`src/rtl/tcc_pkg.sv`:
```
package tcc_pkg;
  localparam int unsigned TCC_W = 16;

  typedef enum logic [1:0] {
    TM_FREE     = 2'd0,
    TM_WIDTH    = 2'd1,
    TM_INTERVAL = 2'd2,
    TM_OTHER    = 2'd3
  } tcc_mode_e;

  typedef enum logic [1:0] {
    EDGE_NONE = 2'd0,
    EDGE_RISE = 2'd1,
    EDGE_FALL = 2'd2,
    EDGE_BOTH = 2'd3
  } tcc_edge_e;
endpackage

```
`src/rtl/tcc_edge_det.sv`:
```
module tcc_edge_det
  import tcc_pkg::*;
#(
  parameter int unsigned STAGES = 2
) (
  input  logic      clk,
  input  logic      rst_n,
  input  logic      trig,
  input  tcc_edge_e sel,
  output logic      hit
);
  localparam int unsigned LAST = STAGES;

  logic [LAST:0] chain;
  logic          rise, fall;

  always_ff @(posedge clk) begin
    if (!rst_n) chain[0] <= 1'b0;
    else        chain[0] <= trig;
  end

  for (genvar g = 1; g <= LAST; g++) begin : g_sync
    always_ff @(posedge clk) begin
      if (!rst_n) chain[g] <= 1'b0;
      else        chain[g] <= chain[g-1];
    end
  end

  assign rise = chain[LAST-1] & ~chain[LAST];
  assign fall = ~chain[LAST-1] & chain[LAST];

  always_comb begin
    unique case (sel)
      EDGE_RISE: hit = rise;
      EDGE_FALL: hit = fall;
      EDGE_BOTH: hit = rise | fall;
      default:   hit = 1'b0;
    endcase
  end
endmodule

```
`src/rtl/tcc_counter.sv`:
```
module tcc_counter #(
  parameter int unsigned W = 16
) (
  input  logic         clk,
  input  logic         rst_n,
  input  logic         en,
  input  logic         clr,
  output logic [W-1:0] count
);
  always_ff @(posedge clk) begin
    if (!rst_n)   count <= '0;
    else if (!en) count <= '0;
    else if (clr) count <= '0;
    else          count <= count + 1'b1;
  end


  cnt_step_chk: assert property (@(posedge clk) disable iff (!rst_n)
    (en && !clr) |=> (count == W'($past(count) + 1'b1)));


  cnt_clr_chk: assert property (@(posedge clk) disable iff (!rst_n)
    clr |=> (count == '0));
endmodule

```
`src/rtl/tcc_ccr.sv`:
```
module tcc_ccr #(
  parameter int unsigned W       = 16,
  parameter logic [W-1:0] RST_VAL = '0
) (
  input  logic         clk,
  input  logic         rst_n,
  input  logic         run,
  input  logic         cap_use,
  input  logic         cap_evt,
  input  logic [W-1:0] count_in,
  input  logic         wr_en,
  input  logic [W-1:0] wr_data,
  input  logic         rd_en,
  output logic [W-1:0] rd_data,
  output logic         match
);
  logic [W-1:0] hold_q;
  logic [W-1:0] shadow_q;

  always_ff @(posedge clk) begin
    if (!rst_n) begin
      hold_q   <= RST_VAL;
      shadow_q <= RST_VAL;
      rd_data  <= '0;
    end else begin
      if (cap_evt)    hold_q <= count_in;
      else if (wr_en) hold_q <= wr_data;

      if (!run)       shadow_q <= hold_q;
      else if (wr_en) shadow_q <= wr_data;

      if (rd_en)      rd_data <= hold_q;
    end
  end

  assign match = !cap_use && run && (count_in == shadow_q);


  cap_load_chk: assert property (@(posedge clk) disable iff (!rst_n)
    cap_evt |=> (hold_q == $past(count_in)));


  shadow_wr_chk: assert property (@(posedge clk) disable iff (!rst_n)
    (run && wr_en) |=> (shadow_q == $past(wr_data)));


  rd_old_chk: assert property (@(posedge clk) disable iff (!rst_n)
    rd_en |=> (rd_data == $past(hold_q)));
endmodule

```
`src/rtl/tcc_out.sv`:
```
module tcc_out (
  input  logic clk,
  input  logic rst_n,
  input  logic hit,
  input  logic out_en,
  output logic irq,
  output logic tout
);
  always_ff @(posedge clk) begin
    if (!rst_n) begin
      irq  <= 1'b0;
      tout <= 1'b0;
    end else begin
      irq <= hit;
      if (hit && out_en) tout <= ~tout;
    end
  end


  irq_single_chk: assert property (@(posedge clk) disable iff (!rst_n)
    irq |=> !irq);


  tout_cause_chk: assert property (@(posedge clk) disable iff (!rst_n)
    !$stable(tout) |-> irq);


  tout_hold_chk: assert property (@(posedge clk) disable iff (!rst_n)
    (irq && !$past(out_en)) |-> $stable(tout));
endmodule

```
`src/rtl/tmr_cc_channel.sv`:
```
module tmr_cc_channel
  import tcc_pkg::*;
#(
  parameter int unsigned W           = TCC_W,
  parameter int unsigned SYNC_STAGES = 2
) (
  input  logic         clk,
  input  logic         rst_n,
  input  logic         cnt_en,
  input  logic [1:0]   mode,
  input  logic         cap_sel,
  input  logic [1:0]   edge_sel,
  input  logic         trig_in,
  input  logic         out_en,
  input  logic         wr_en,
  input  logic [W-1:0] wr_data,
  input  logic         rd_en,
  output logic [W-1:0] rd_data,
  output logic [W-1:0] count,
  output logic         cnt_clear,
  output logic         match_irq,
  output logic         tout
);
  tcc_mode_e mode_e;
  logic      edge_hit, cap_use, cap_evt, match;

  assign mode_e    = tcc_mode_e'(mode);
  assign cap_use   = (mode_e == TM_WIDTH) || ((mode_e == TM_FREE) && cap_sel);
  assign cap_evt   = cap_use && edge_hit && cnt_en;
  assign cnt_clear = cap_evt && (mode_e == TM_WIDTH);

  tcc_edge_det #(.STAGES(SYNC_STAGES)) u_edge (
    .clk  (clk),
    .rst_n(rst_n),
    .trig (trig_in),
    .sel  (tcc_edge_e'(edge_sel)),
    .hit  (edge_hit)
  );

  tcc_counter #(.W(W)) u_cnt (
    .clk  (clk),
    .rst_n(rst_n),
    .en   (cnt_en),
    .clr  (cnt_clear),
    .count(count)
  );

  tcc_ccr #(.W(W)) u_ccr (
    .clk     (clk),
    .rst_n   (rst_n),
    .run     (cnt_en),
    .cap_use (cap_use),
    .cap_evt (cap_evt),
    .count_in(count),
    .wr_en   (wr_en),
    .wr_data (wr_data),
    .rd_en   (rd_en),
    .rd_data (rd_data),
    .match   (match)
  );

  tcc_out u_out (
    .clk   (clk),
    .rst_n (rst_n),
    .hit   (match),
    .out_en(out_en),
    .irq   (match_irq),
    .tout  (tout)
  );


  cmp_no_cap_chk: assert property (@(posedge clk) disable iff (!rst_n)
    (mode_e == TM_INTERVAL || mode_e == TM_OTHER) |-> !cnt_clear);
endmodule

```
`config.mk`:
```
export PLATFORM = sky130hd
export DESIGN_NAME = tmr_cc_channel
export DESIGN_NICKNAME = d
export VERILOG_FILES = /design/src/rtl/tcc_pkg.sv /design/src/rtl/tcc_edge_det.sv /design/src/rtl/tcc_counter.sv /design/src/rtl/tcc_ccr.sv /design/src/rtl/tcc_out.sv /design/src/rtl/tmr_cc_channel.sv
export SDC_FILE = /design/constraint.sdc
export NUM_CORES = 1
export LEC_CHECK = 0
export BUFFER_PORTS_ARGS = -buffer_cell sky130_fd_sc_hd__buf_2
export CAP_MARGIN = 20
export CORE_MARGIN = 3
export CORE_UTILIZATION = 25
export CTS_CLUSTER_DIAMETER = 200
export DETAILED_ROUTE_END_ITERATION = 8
export PLACE_DENSITY = 0.47
export SYNTH_ARGS = -nofsm -noshare
export SYNTH_HDL_FRONTEND = slang
export SYNTH_HIERARCHICAL = 1
export SYNTH_SLANG_ARGS = --single-unit
export TNS_END_PERCENT = 100
```
`constraint.sdc`:
```
create_clock -name clk -period 1.87 [get_ports clk]
set_clock_uncertainty 0.15 [all_clocks]
set_input_delay 0.187 -clock clk [delete_from_list [all_inputs] [get_ports clk]]
set_output_delay 0.187 -clock clk [all_outputs]
set_load 0.01 [all_outputs]
```
==> impl_metrics.json <==
{
  "status": "complete, but fails checks",
  "violations": "negative setup slack",
  "final.setup.tns_ps": -1100,
  "power_density_nw_per_um2": 817,
  "synth.distinct_cells": 32,
  "required_ps": 1530,
  "max_clock_freq_mhz": 497,
  "path_max_fanout": 2,
  "slowest_delay_ps": 340,
  "min_period_ps": 2010,
  "vdd.ir_drop.worst_v": 0.000460,
  "cts.clk_slew.worst_paths_ps": 50,
  "maxCapViolations": 0,
  "hold_viol": 0,
  "num_vias": 2589,
  "hold_class": "in2reg",
  "dr.pass1.iters": 4,
  "crit_type": "reg2out",
  "cp-end-kind": "primary output",
  "layout.nets": 438,
  "slew_violations": 0,
  "cts_sinks": 69,
  "grt_max_degree": 56,
  "place.gp.congestion": 0.732,
  "diodes": 0,
  "setup_viol": 17,
  "wire_per_inst_um": 16.4,
  "synthCells": 320,
  "leakage_nw": 1.81,
  "rsz0062_at_grt": "true",
  "multi_input_area_um2": 1740,
  "antenna_found_initial": 0,
  "ys_seq_area_share_pct": 44.9,
  "cts_tree": "done",
  "worst_slack_ps": -142,
  "wirelength_um": 9090,
  "yosys_warnings": 6,
  "drive_above_1_share_pct": 35.5,
  "syn_area_per_cell_um2": 9.62,
  "overflow": 0,
  "instances_no_fill": 554,
  "coreArea_um2": 11700,
  "placed_cells": 532,
  "crit_top_cell": "o21ai_2",
  "htree_num_levels": 3,
  "ys_ff_latch": 69,
  "dp_hpwl_um": 6080,
  "seq_area_um2": 1380,
  "top_level_ports": 63,
  "start_kind": "flip-flop",
  "die_w_um": 117,
  "period_share_pct": 108,
  "dp_slack_ps": -115,
  "fill_cells": 1214,
  "synth.cell_area_um2": 3080,
  "numPortBuffers": 62,
  "grt_util_all_layers_pct": 13.8,
  "via_per_inst": 4.67,
  "drtIter0Drc": 115,
  "grt_pass1_vias": 2587,
  "crit_buf_inv": 3,
  "tightest_slew_ps": 502,
  "syn2layout_area_growth_pct": 38.5,
  "cts_buffers": 9,
  "crit_chain": "inv_2 > ha_4 > nor2b_2 > o21ai_2 > o21ai_2 > nand2_2 > nor3b_4 > buf_4 > buf_6",
  "start_util_pct": 26.3,
  "critPathArrivalTime_ps": 1670,
  "rows": 39,
  "ant_nets": 0,
  "crit_family": "simple AND/OR/NAND/NOR gates",
  "cts-root-buf": "clkbuf_16",
  "syn_nets": 351,
  "die_y_um": 117,
  "cts_max_path_buffers": 2,
  "dieArea_um2": 13700,
  "insertion_delay_ps": 330,
  "grt_pass1_wl_um": 14100,
  "slew_headroom_pct": 66.5,
  "remaining_drc_errors": 0,
  "crit_slowest_cell": "dfxtp_2"
}
## logic make-up (layout without fill, tap and decap cells)
kind of cell	Yosys count	after routing	share of synthesized area, %
compound gates	72	72	11.8
buf+inv	25	116	3.54
flops	69	69	44.9
simple gates	75	75	14.9
fa+ha+maj	3	3	1.22
mux	49	49	15.9
xor+xnor	27	27	7.68
## Yosys cell counts (all sizes together)
cell / count / share of area (%)
nor4: 5 / 1.8
and2: 4 / 0.85
nand4: 6 / 1.6
nor2: 17 / 2.1
nand2: 8 / 1.1
nand3: 6 / 1.1
xnor2: 21 / 6.0
mux2i: 49 / 16
inv: 7 / 0.85
nor3: 5 / 1.1
a21oi: 35 / 5.7
xor2: 6 / 1.7
clkbuf: 12 / 1.5
nand2b: 1 / 0.20
a31o: 1 / 0.28
dfxtp: 69 / 45
ha: 3 / 1.2
o21ai: 36 / 5.9
buf: 6 / 1.2
nor2b: 18 / 3.7
nor3b: 1 / 0.41
or3: 2 / 0.41
nand3b: 1 / 0.24
nand4b: 1 / 0.28
## final timing paths
check                              from                              to  slack (ps)  depth (start not counted)
max          u_edge/chain[1]$_SDFF_PN0_                       cnt_clear        -140                          9
min                          wr_data[3]  u_ccr/shadow_q[3]$_SDFFE_PN0P_           9                          3
max reg2reg  u_edge/chain[1]$_SDFF_PN0_   u_ccr/hold_q[13]$_SDFFE_PN0P_         -90                         12
min reg2reg  u_edge/chain[0]$_SDFF_PN0_      u_edge/chain[1]$_SDFF_PN0_         290                          1
## what timing repair did
item,4_1_cts,5_1_grt
hold buffers,2,0
buffers inserted,2,0
cloned,2,1
setup endpoints to repair,33,35
hold endpoints to repair,2,0
pin swaps,5,5
gates resized for setup,36,19
## final cells by class
| cell class | count | share of cell area, % |
|---|---|---|
| Multi-Input combinational cell | 226 | 40.8 |
| Timing Repair Buffer | 94 | 15.8 |
| Sequential cell | 69 | 32.5 |
| Clock inverter | 2 | 0.235 |
| Tap cell | 143 | 4.20 |
| Clock buffer | 13 | 5.87 |
| Inverter | 7 | 0.675 |
## worst reg2reg max path, stage by stage (launching register included)
cell	delay, ps
dfxtp_2	340
inv_2	50
ha_4	200
nor2b_2	110
o21ai_2	60
o21ai_2	70
nand2_2	100
buf_4	150
nor3_4	140
inv_4	110
buf_12	160
buf_4	150
a21oi_2	110
## state kept, by name (all words and copies together) (netlist names)
signal          flops
u_ccr/rd_data      16
u_edge/chain        3
u_ccr/hold_q       16
u_out/tout          1
u_out/irq           1
u_cnt/count        16
u_ccr/shadow_q     16
## through the flow
| stage | utilization, % | area [um^2] | power, W | hold WS [ps] |
|---|---|---|---|---|
| CTS | 35.5 | 4160 | 0.00351 | 5.59 |
| global route | 36.4 | 4260 | 0.00363 | 26.6 |
| global placement | 31.8 | 3730 | 0.00194 | 260 |
| finish | 36.4 | 4260 | 0.00348 | 9.30 |
| detailed placement | 31.8 | 3730 | 0.00194 | 252 |
| floorplan | - | 3100 | 0.00181 | 159 |
## routing by layer
layer	up-vias	wire length (um)	global-route usage (%)
li1	1294	-	-
met1	1211	4210	18.1
met2	73	4270	21.9
met3	11	476	3.80
met4	0	138	4.43
met5	-	0	0
## placed cells by master, fill, tap and decap left out, types with 3 or more instances in the layout
cell        n
dfxtp_1    67
buf_2      61
mux2i_1    49
a21oi_1    30
buf_4      22
xnor2_1    21
o21ai_0    18
nor2_1     17
nor2b_1    16
o21ai_2    13
clkbuf_16  10
nand2_1     7
xor2_1      6
nand3_1     5
buf_12      4
nor4_2      4
nand4_1     4
a21oi_2     4
o21ai_1     4
inv_1       4
clkbuf_1    3
nor3_1      3
and2_1      3
## report_power, final
| group | switching (W) | internal [W] | total [W] |
|---|---|---|---|
| clock | 0.000605 | 0.000922 | 0.00153 |
| combinational | 0.000191 | 0.000177 | 0.000368 |
| sequential | 0.0000464 | 0.00154 | 0.00158 |
(Power assumes the default switching activity.)
